`src/rtl/sic_pkg.sv`:
```
package sic_pkg;

  localparam int unsigned SIC_W = 32;

  // register word indices
  localparam int unsigned IDX_PENDING  = 0;
  localparam int unsigned IDX_RAW      = 1;
  localparam int unsigned IDX_EN_SET   = 2;
  localparam int unsigned IDX_EN_CLR   = 3;
  localparam int unsigned IDX_SOFT_SET = 4;
  localparam int unsigned IDX_SOFT_CLR = 5;
  localparam int unsigned IDX_FWD_SET  = 8;
  localparam int unsigned IDX_FWD_CLR  = 9;

  typedef logic [SIC_W-1:0] word_t;

  function automatic word_t f_pending(input word_t raw, input word_t en);
    return raw & en;
  endfunction

  function automatic logic f_any(input word_t v);
    return |v;
  endfunction

  function automatic word_t f_window(input int unsigned lo, input int unsigned hi);
    word_t m;
    m = '0;
    for (int unsigned i = 0; i < SIC_W; i++) begin
      if (i >= lo && i <= hi) m[i] = 1'b1;
    end
    return m;
  endfunction

  function automatic word_t f_set(input word_t cur, input word_t val, input word_t allow);
    return cur | (val & allow);
  endfunction

  function automatic word_t f_clr(input word_t cur, input word_t val);
    return cur & ~val;
  endfunction

endpackage

```
`src/rtl/sic_src_latch.sv`:
```
module sic_src_latch #(
  parameter int unsigned W = sic_pkg::SIC_W
) (
  input  logic         clk_i,
  input  logic         rst_ni,
  input  logic [W-1:0] src_i,
  input  logic         soft_i,
  output logic [W-1:0] raw_o
);
  logic [W-1:0] lat_q;

  always_ff @(posedge clk_i or negedge rst_ni) begin
    if (!rst_ni) lat_q <= '0;
    else         lat_q <= src_i;
  end

  // soft request joins source 0
  assign raw_o = lat_q | W'(soft_i);
endmodule

```
`src/rtl/sic_ctrl_regs.sv`:
```
module sic_ctrl_regs
  import sic_pkg::*;
#(
  parameter int unsigned ADDR_W = 4,
  parameter int unsigned PT_LO  = 21,
  parameter int unsigned PT_HI  = 30
) (
  input  logic              clk_i,
  input  logic              rst_ni,
  input  logic              wr_en_i,
  input  logic [ADDR_W-1:0] addr_i,
  input  word_t             wdata_i,
  output word_t             en_q,
  output word_t             fwd_q,
  output logic              soft_q
);
  localparam word_t FWD_ALLOW = f_window(PT_LO, PT_HI);
  localparam word_t ALL_ONES  = '1;

  logic  nz;
  logic  ev_en_set, ev_en_clr, ev_soft_set, ev_soft_clr, ev_fwd_set, ev_fwd_clr;
  word_t en_d, fwd_d;
  logic  soft_d;

  assign nz          = f_any(wdata_i);
  assign ev_en_set   = wr_en_i && (addr_i == ADDR_W'(IDX_EN_SET));
  assign ev_en_clr   = wr_en_i && (addr_i == ADDR_W'(IDX_EN_CLR));
  assign ev_soft_set = wr_en_i && (addr_i == ADDR_W'(IDX_SOFT_SET)) && nz;
  assign ev_soft_clr = wr_en_i && (addr_i == ADDR_W'(IDX_SOFT_CLR)) && nz;
  assign ev_fwd_set  = wr_en_i && (addr_i == ADDR_W'(IDX_FWD_SET));
  assign ev_fwd_clr  = wr_en_i && (addr_i == ADDR_W'(IDX_FWD_CLR));

  always_comb begin
    en_d   = en_q;
    fwd_d  = fwd_q;
    soft_d = soft_q;
    if (ev_en_set)   en_d   = f_set(en_q, wdata_i, ALL_ONES);
    if (ev_en_clr)   en_d   = f_clr(en_q, wdata_i);
    if (ev_fwd_set)  fwd_d  = f_set(fwd_q, wdata_i, FWD_ALLOW);
    if (ev_fwd_clr)  fwd_d  = f_clr(fwd_q, wdata_i);
    if (ev_soft_set) soft_d = 1'b1;
    if (ev_soft_clr) soft_d = 1'b0;
  end

  always_ff @(posedge clk_i or negedge rst_ni) begin
    if (!rst_ni) begin
      en_q   <= '0;
      fwd_q  <= '0;
      soft_q <= 1'b0;
    end else begin
      en_q   <= en_d;
      fwd_q  <= fwd_d;
      soft_q <= soft_d;
    end
  end
endmodule

```
`src/rtl/sic_read_mux.sv`:
```
module sic_read_mux
  import sic_pkg::*;
#(
  parameter int unsigned ADDR_W = 4
) (
  input  logic              rd_en_i,
  input  logic [ADDR_W-1:0] addr_i,
  input  word_t             raw_i,
  input  word_t             en_i,
  input  word_t             fwd_i,
  output word_t             rdata_o
);
  always_comb begin
    rdata_o = '0;
    if (rd_en_i) begin
      if (addr_i == ADDR_W'(IDX_PENDING))       rdata_o = f_pending(raw_i, en_i);
      else if (addr_i == ADDR_W'(IDX_RAW))      rdata_o = raw_i;
      else if (addr_i == ADDR_W'(IDX_EN_SET))   rdata_o = en_i;
      else if (addr_i == ADDR_W'(IDX_SOFT_SET)) rdata_o = SIC_W'(raw_i[0]);
      else if (addr_i == ADDR_W'(IDX_FWD_SET))  rdata_o = fwd_i;
    end
  end
endmodule

```
`src/rtl/sic_router.sv`:
```
module sic_router
  import sic_pkg::*;
#(
  parameter int unsigned ADDR_W = 4,
  parameter int unsigned PT_LO  = 21,
  parameter int unsigned PT_HI  = 30,
  localparam int unsigned PT_CNT = PT_HI - PT_LO + 1
) (
  input  logic              clk_i,
  input  logic              rst_ni,
  input  logic [SIC_W-1:0]  src_i,
  input  logic              wr_en_i,
  input  logic              rd_en_i,
  input  logic [ADDR_W-1:0] addr_i,
  input  logic [SIC_W-1:0]  wdata_i,
  output logic [SIC_W-1:0]  rdata_o,
  output logic              irq_o,
  output logic [PT_CNT-1:0] pass_o
);
  word_t raw_lvl;
  word_t en_q;
  word_t fwd_q;
  logic  soft_q;

  sic_ctrl_regs #(.ADDR_W(ADDR_W), .PT_LO(PT_LO), .PT_HI(PT_HI)) u_regs (
    .clk_i   (clk_i),
    .rst_ni  (rst_ni),
    .wr_en_i (wr_en_i),
    .addr_i  (addr_i),
    .wdata_i (wdata_i),
    .en_q    (en_q),
    .fwd_q   (fwd_q),
    .soft_q  (soft_q)
  );

  sic_src_latch #(.W(SIC_W)) u_latch (
    .clk_i  (clk_i),
    .rst_ni (rst_ni),
    .src_i  (src_i),
    .soft_i (soft_q),
    .raw_o  (raw_lvl)
  );

  sic_read_mux #(.ADDR_W(ADDR_W)) u_rmux (
    .rd_en_i (rd_en_i),
    .addr_i  (addr_i),
    .raw_i   (raw_lvl),
    .en_i    (en_q),
    .fwd_i   (fwd_q),
    .rdata_o (rdata_o)
  );

  assign irq_o = f_any(f_pending(raw_lvl, en_q));

  for (genvar k = 0; k < PT_CNT; k++) begin : g_fwd
    assign pass_o[k] = raw_lvl[PT_LO+k] & fwd_q[PT_LO+k];
  end
endmodule

```
`config.mk`:
```
export PLATFORM = sky130hd
export DESIGN_NAME = sic_router
export DESIGN_NICKNAME = d
export VERILOG_FILES = /design/src/rtl/sic_pkg.sv /design/src/rtl/sic_src_latch.sv /design/src/rtl/sic_ctrl_regs.sv /design/src/rtl/sic_read_mux.sv /design/src/rtl/sic_router.sv
export SDC_FILE = /design/constraint.sdc
export NUM_CORES = 1
export LEC_CHECK = 0
export CELL_PAD_IN_SITES_DETAIL_PLACEMENT = 0
export CELL_PAD_IN_SITES_GLOBAL_PLACEMENT = 1
export CORE_MARGIN = 10
export CORE_UTILIZATION = 35
export CTS_BUF_LIST = sky130_fd_sc_hd__clkbuf_4 sky130_fd_sc_hd__clkbuf_8
export CTS_CLUSTER_SIZE = 8
export DETAILED_ROUTE_END_ITERATION = 16
export GPL_ROUTABILITY_DRIVEN = 0
export MAX_ROUTING_LAYER = met4
export PLACE_DENSITY = 0.83
export RECOVER_POWER = 25
export SLEW_MARGIN = 30
export SYNTH_ARGS = -nofsm -noshare
export SYNTH_HDL_FRONTEND = slang
export SYNTH_HIERARCHICAL = 1
export SYNTH_SLANG_ARGS = --single-unit
```
`constraint.sdc`:
```
create_clock -name clk_i -period 4.45 [get_ports clk_i]
set_input_delay 0.89 -clock clk_i [delete_from_list [all_inputs] [get_ports clk_i]]
set_output_delay 0.89 -clock clk_i [all_outputs]
set_load 0.02 [all_outputs]
```
; ---- Yosys cells after proc, flatten, opt, wreduce, memory -nomap -nowiden
; Index checks and enable logic that the tools add are counted.
[totals]
ff_bits = 97
out_inout_bits = 43
wordCells = 54
[classes]
n_eq_ne = 7
n_mux = 12
bitwise_logic = 17
reduce_logical = 14
[ops]
columns = op, count
row1 = 2-to-1 mux 32 bit, 10
row2 = bitwise AND 32 bit, 3
row3 = OR reduction 32 bit, 2
row4 = NOT 32 bit, 1
row5 = OR 32 x 1 -> 32 bit, 1
row6 = OR 32 x 31 -> 32 bit, 1
row7 = OR 32 bit, 1
row8 = bitwise AND 1 bit, 10
row9 = "equality test 4 x 2 -> 1 bit, second input constant", 2
row10 = "equality test 4 x 3 -> 1 bit, second input constant", 2
row11 = "equality test 4 bit, second input constant", 2
row12 = logical AND 1 bit, 8
row13 = nonzero test 2 bit, 3
row14 = "equality test 4 x 1 -> 1 bit, second input constant", 1
row15 = logical NOT 4 bit, 1
row16 = 2-to-1 mux 1 bit, 2

; ---- Logic depth before layout (Yosys ltp)
; Gate-level depths: netlist of the first run.
[depth]
ltp_word = 7
depth_mapped = 6

; ---- Hierarchy
; The synthesis of the first run kept the hierarchy.
[by_module_without_submodules]
columns = mod, instances, cells_per_inst, area_each_um2
row1 = sic_ctrl_regs, 1, 241, 2508.7
row2 = sic_read_mux, 1, 194, 1258.7
row3 = sic_src_latch, 1, 64, 1039.7
row4 = sic_router, 1, 31, 220.2

; ---- Worst setup path before layout of the first run
; OpenSTA, ideal clock, no wires.
[synth_timing]
kind = input port to output port
startpoint = input port addr_i[0]
endpoint = output port rdata_o[4]
arrival_time_ns = 1.902
slack_ns = 1.658
cell_stages = 5
path_buffers = 2
cell_sequence = buf_4 > clkbuf_1 > o21bai_1 > a21o_2 > a21oi_1
[synth_between]
elab_chain_cells = 7
word_cells_on_any_way = 11
cone_classes = eq/ne (4) / mux (6) / reduce/logical (1)
[synth_lines]
columns = element, line
row1 = "start, declared", sic_router.sv:14  ; input logic [ADDR_W-1:0] addr_i,
row2 = equality test 4 bit, sic_read_mux.sv:20  ; else if (addr_i == ADDR_W'(IDX_FWD_SET)) rdata_o = fwd_i;
row3 = 2-to-1 mux 32 bit, sic_read_mux.sv:20
row4 = 2-to-1 mux 32 bit, sic_read_mux.sv:19  ; else if (addr_i == ADDR_W'(IDX_SOFT_SET)) rdata_o = SIC_W'(raw_i[0]);
row5 = 2-to-1 mux 32 bit, sic_read_mux.sv:18  ; else if (addr_i == ADDR_W'(IDX_EN_SET)) rdata_o = en_i;
row6 = 2-to-1 mux 32 bit, sic_read_mux.sv:17  ; else if (addr_i == ADDR_W'(IDX_RAW)) rdata_o = raw_i;
row7 = 2-to-1 mux 32 bit (*), sic_read_mux.sv:16  ; if (addr_i == ADDR_W'(IDX_PENDING)) rdata_o = f_pending(raw_i, en_i);
row8 = 2-to-1 mux 32 bit (*), sic_read_mux.sv:15  ; if (rd_en_i) begin
row9 = "end, declared", sic_router.sv:16  ; output logic [SIC_W-1:0] rdata_o,
; Mark *: on every way between the ends. The rest lies on a longest branch, timed or not.

; ---- Worst setup path after layout of the first run
[layout_timing]
startpoint = input port addr_i[1]
endpoint = output port rdata_o[0]
; The elaborated chain is that of the path after synthesis.

==> results.cfg, run 1 <==
[floorplanning]
starting_utilization_of_the_core_area_pct = 35.9
floorplan.core_area_sq_um = 14000
die_h_um = 140
die_x_um = 140
ioPinCount = 115
core.rowCount = 43
die_area_sq_um = 19600

[global_routing]
groute.usage.overall_pct = 16.6
grt_pass1_vias = 4288
grt_pass1_wl_mm = 24.9
grt_residual_overflow = 0
grt_max_degree = 47
grt_antenna_before_repair = 1

[worst_setup_path]
crit_required_ps = 3560
peak_fanout_along_the_critical_path = 31
endpoint_kind = primary output
crit_path_frequent_cell = sky130_fd_sc_hd__clkdlybuf4s50_1
worst_ep_arrival_time_ps = 3200
timing.critical_path.slowest_stage_cell = sky130_fd_sc_hd__clkdlybuf4s50_1
timing.critical_path.buf_inv = 3
crit_path_cell_trace = clkdlybuf4s50_1 -> nand2b_1 -> buf_4 -> a221oi_1 -> nor4b_2 -> clkdlybuf4s50_1
worstSetupPathType = in -> out
critPathLaunchType = input pin
crit_family = buffers and inverters
worst_setup_path_startpoint = addr_i[1]
cp_slowest_stage_delay_ps = 730

[clock_network]
cts_made_buffers = 9
cts.repair_timing.setup_buffer_count = 0
cts_tree = built
htree_levels = 3
clkLatencyLatePin_ps = 400
cts.repair.resized = 0
clockRootBuffer = sky130_fd_sc_hd__clkbuf_8
clock_path_buffers = 2
number_of_clock_sinks = 97
cts_hold_repair.buffers = 0
clkSlewWorstSetupHoldPaths_ps = 100

[logic_synthesis]
postSynth.asyncResetShare_pct = 100
mappedNetlistArea_sq_um = 5030
synth_xor_area_share_pct = 0
most_instantiated_flip_flop_cell_in_the_synthesis_netlist = sky130_fd_sc_hd__dfrtp_1
synth-seq-cells = 97
yosysSeqAreaShare_pct = 48.3
synth-warning-count = 6
synth_compound_area_share_pct = 27.0
number_of_enable_flip_flop_cells_after_synthesis = 0
synthAdderAreaFrac_pct = 0
post_synth.cell_area_avg_sq_um = 9.49
synthesis.nets = 602
combinational_family_with_the_most_area_after_synthesis = compound AO/OA/AOI/OAI gates
yosys.area_share.simple_pct = 14.8
share_of_synthesized_area_spent_on_multiplexers_pct = 0.199
synthesis.instances = 530
synth_cell_type_count = 41

[run]
max_cap_viol_count = 1

[place]
postPlaceCellArea_sq_um = 6030
placed_cells_incl_taps = 771
detailedPlace.worstSlack_ps = 379
buffer_ports.inserted = 114
place_hpwl_mm = 11.4

[final_layout]
postLayoutCellArea_sq_um = 6210
fillers = 1385
layout.cells.most_common_list = sky130_fd_sc_hd__nand2_1 (114), sky130_fd_sc_hd__dfrtp_1 (97), sky130_fd_sc_hd__clkdlybuf4s50_1 (80)
area_delta_synth_final_pct = 23.5
nNetsFinal = 674
layout_commonest_cell = sky130_fd_sc_hd__nand2_1
final_util_pct = 44.4
sequential_cell_area_sq_um = 2430
final_layout_size_suffix_gt1_share_pct = 11.0
multiInputGateArea_sq_um = 2120
instances_no_fill = 788

[timing]
hold_ws_ps = 505
slew_headroom_pct = -9.80
period_needed_ps = 4090
fin_setup_tns_ps = 0
slew_viol_final = 32
setup_viol_count_final = 0
post-route-worst-setup-slack_ps = 365
grt_setup_unrepaired = no
final-hold-violation-count = 0
post-route-period-util_pct = 91.8
max_freq_mhz = 245
tightestPinTransition_ps = 1650
worst_clock_skew_ps = 0

[routing]
met2_length_mm = 7.59
drc_violation_total_after_the_first_tritonroute_iteration = 362
drt_first_pass_iters = 5
wl_met3_mm = 1.09
drcViolationCount = 0
topRoutingLayerUsed = met4
postRouteWirelength_mm = 15.9
detailroute.via_count = 4199
drt.antenna.violating_nets = 0
avgViaCountPerCell = 5.33
routedLengthMet1_mm = 6.86
wl_per_cell_um = 20.1

[pwr]
power-per-cell-area_nw_per_um2 = 323
total_power_mw = 2.01
max-vdd-ir-drop_v = 0.000138
static_leak_nw = 2.50

[status]
violations = capacitance limit, slew limit
result_of_the_run = finished, violations left

[min_path]
hold_path.class = reg -> reg
-- worst paths after layout --
path | end | slack (ps) | cells after the start
max in group asynchronous | u_regs/fwd_q[11] | 1560 | 2
worst max register to register | register | 3780 | 2
worst min register to register | register | 500 | 2
min in group asynchronous | u_regs/fwd_q[4] | 750 | 1
worst max-delay path | rdata_o[0] | 360 | 6
worst min-delay path | register | 500 | 2
-- tightest hold or removal path: stages (launching register included) --
cell and delay, ps:
sky130_fd_sc_hd__dfrtp_1 370, sky130_fd_sc_hd__nand2_1 50, sky130_fd_sc_hd__o21ai_0 50
-- per-layer routing --
metal	vias to the layer above	GRT usage (%)
met5	-	-
met4	0	5.27
met3	21	4.83
met2	166	25.4
met1	2040	20.5
li1	1972	-
-- where the power goes --
part | switching [mW] | total (mW) | internal (mW)
clock | 0.329 | 0.548 | 0.219
combinational | 0.209 | 0.399 | 0.190
sequential | 0.0833 | 1.06 | 0.975
-- synth_stat cells (all sizes together), types with 2 or more instances --
cell | n | area, sq um
dlymetal6s4s | 2 | 25.0
dlygate4sd1 | 3 | 26.3
o21ai | 76 | 392
nand4 | 6 | 37.5
a21oi | 30 | 150
a22oi | 16 | 125
o21bai | 30 | 225
and4bb | 2 | 25.0
a21o | 31 | 267
nand2 | 114 | 428
nand3b | 2 | 15.0
nor4bb | 2 | 20.0
a21boi | 23 | 173
nor2 | 3 | 11.3
buf | 54 | 412
dfrtp | 97 | 2430
clkbuf | 7 | 26.3
and2 | 11 | 71.3
nor4 | 8 | 50.1
-- area by class of cell --
class | instances | area share, %
tap | 180 | 3.63
clock buffer | 10 | 2.22
inverter | 1 | 0.0604
timing repair buffer | 127 | 20.1
sequential | 97 | 39.1
antenna | 1 | 0.0403
multi-input combinational | 366 | 34.2
clock inverter | 6 | 0.685
-- cell families (layout without fill, tap and decap cells) --
| kind of cell | count (synthesis) | count (layout) |
|---|---|---|
| compound gates | 209 | 209 |
| simple gates | 156 | 156 |
| flops | 97 | 97 |
| buf+inv | 67 | 144 |
| mux | 1 | 1 |
| other cells | 0 | 1 |
Note: power is estimated with default switching activity, not from simulation.
==> run 2: changes to the inputs <==
--- a/config.mk
+++ b/config.mk
@@ -7,6 +7,7 @@
 export LEC_CHECK = 0
 export CELL_PAD_IN_SITES_DETAIL_PLACEMENT = 0
 export CELL_PAD_IN_SITES_GLOBAL_PLACEMENT = 1
+export CORE_ASPECT_RATIO = 0.6
 export CORE_MARGIN = 10
 export CORE_UTILIZATION = 35
 export CTS_BUF_LIST = sky130_fd_sc_hd__clkbuf_4 sky130_fd_sc_hd__clkbuf_8
@@ -16,7 +17,7 @@
 export MAX_ROUTING_LAYER = met4
 export PLACE_DENSITY = 0.83
 export RECOVER_POWER = 25
-export SLEW_MARGIN = 30
+export SLEW_MARGIN = 25
 export SYNTH_ARGS = -nofsm -noshare
 export SYNTH_HDL_FRONTEND = slang
 export SYNTH_HIERARCHICAL = 1
==> run 2 against run 1 <==
Compared with the run above: the flow still finishes with violations (capacitance limit, slew limit); hold slack improved by 7.7 ps; sequential power about the same; die area is 0.80% higher; utilization rose by 0.91 points; critical endpoint unchanged; global-route usage up 0.29 points; sequential cell count unchanged; non-clock buffer count increased by 1; worst setup slack lost 53 ps; highest routed layer unchanged.
==> results.cfg, run 2 (synthesized netlist as in run 1, its figures left out) <==
[status]
result_of_the_run = finished, violations left
violations = capacitance limit, slew limit

[worst_setup_path]
r2r_cells = 2
worst_setup_path_startpoint = addr_i[1]
critPathLaunchType = input pin
crit_end = rdata_o[0]
crit_required_ps = 3560
worstSetupPathType = in -> out
endpoint_kind = primary output
reg2reg_slack_ps = 3730
worst_ep_arrival_time_ps = 3250
peak_fanout_along_the_critical_path = 32

[floorplanning]
ioPinCount = 115
die_h_um = 113
core.rowCount = 33
die_area_sq_um = 19700
floorplan.core_area_sq_um = 13900
die_x_um = 175
starting_utilization_of_the_core_area_pct = 36.2

[pwr]
seq_power_share_pct = 49.0
power.switching_fraction_pct = 28.9
static_leak_nw = 2.53
max-vdd-ir-drop_v = 0.000174
power-per-cell-area_nw_per_um2 = 344
internal_power_mw = 1.54
net-switching-power_uw = 626
pwr-share-clk_pct = 32.2
total_power_mw = 2.16
share_comb_of_total_power_pct = 18.8

[timing]
worst_clock_skew_ps = 0
slew_headroom_pct = -34.7
post-route-worst-setup-slack_ps = 311
tightestPinTransition_ps = 2020
slew_viol_final = 80
post-route-period-util_pct = 93.0
grt_setup_unrepaired = no
setup_viol_count_final = 0
max_freq_mhz = 242
fin_setup_tns_ps = 0
hold_ws_ps = 512
final-hold-violation-count = 0
period_needed_ps = 4140

[routing]
avgViaCountPerCell = 5.31
drc_violation_total_after_the_first_tritonroute_iteration = 413
detailroute.via_count = 4250
postRouteWirelength_mm = 16.4
drt_first_pass_iters = 5
drcViolationCount = 0
drt.antenna.violating_nets = 0
wl_per_cell_um = 20.5

[clock_network]
cts_hold_repair.buffers = 0
cts_tree = built
clkSlewWorstSetupHoldPaths_ps = 100
cts_made_buffers = 9
cts.repair_timing.setup_buffer_count = 0
htree_levels = 3
clockRootBuffer = sky130_fd_sc_hd__clkbuf_8
clock_path_buffers = 2
number_of_clock_sinks = 97
cts.repair.resized = 0
clkLatencyLatePin_ps = 370

[final_layout]
layout.cells.most_common_list = sky130_fd_sc_hd__nand2_1 (114), sky130_fd_sc_hd__dfrtp_1 (97), sky130_fd_sc_hd__clkdlybuf4s50_1 (80)
multiInputGateArea_sq_um = 2120
area_delta_synth_final_pct = 25.0
final_util_pct = 45.3
fillers = 1361
final_layout_size_suffix_gt1_share_pct = 11.5
layout_commonest_cell = sky130_fd_sc_hd__nand2_1
num_antenna_cells = 0
sequential_cell_area_sq_um = 2430
nNetsFinal = 675

[global_routing]
grt_pass1_vias = 4406
grt_antenna_before_repair = 0
grt_pass1_wl_mm = 25.5
grt_max_degree = 80
groute.usage.overall_pct = 16.9
grt_residual_overflow = 0

[place]
detailedPlace.worstSlack_ps = 373
buffer_ports.inserted = 114
place_hpwl_mm = 11.9

[min_path]
hold_path.class = reg -> reg

[run]
max_cap_viol_count = 1
## run 2: stage by stage
stage          cell area [sq um]  instances
3_3_place_gp                6040        784
5_1_grt                     6280        800
4_1_cts                     6290        800
2_1_floorplan               5030        530
3_5_place_dp                6040        784
6_report                    6280        800
## run 2: how the worst min path moves through the flow
stage / slack (ps) / endpoint / cells past startpoint
after global routing: 540 / register / 2
after CTS: 510 / register / 2
after detailed placement: 490 / register / 2
final: 510 / register / 2
after floorplan: 460 / register / 2
after global placement: 480 / register / 2
## run 2: area by class of cell
type	count	area share, %
Clock buffer	9	1.97
Clock inverter	7	1.89
Multi-Input combinational cell	366	33.8
Timing Repair Buffer	128	19.9
Inverter	1	0.0597
Sequential cell	97	38.6
Tap cell	192	3.82
## run 2: power groups by stage
| stage | combinational (mW) | clock (mW) | sequential [mW] |
|---|---|---|---|
| finish | 0.407 | 0.696 | 1.06 |
| global route | 0.445 | 0.752 | 1.07 |
| CTS | 0.413 | 0.716 | 1.06 |
| detailed placement | 0.411 | 0 | 1.08 |
| global placement | 0.399 | 0 | 1.07 |
| floorplan | 0.247 | 0 | 1.04 |
## run 2: critical path: stages
cell,delay [ps]
sky130_fd_sc_hd__clkdlybuf4s50_1,720
sky130_fd_sc_hd__or3_4,510
sky130_fd_sc_hd__o21ai_1,160
sky130_fd_sc_hd__nor4b_2,300
sky130_fd_sc_hd__clkdlybuf4s50_1,660
## run 2: metal layers
metal / wire [um] / GRT usage [%] / vias up / part of all wire [%]
li1: - / - / 1972 / -
met1: 7830 / 23.3 / 2081 / 48
met2: 7200 / 24.2 / 187 / 44
met3: 1310 / 4.91 / 10 / 8.0
met4: 81 / 2.64 / 0 / 0.49
met5: 0 / - / - / 0
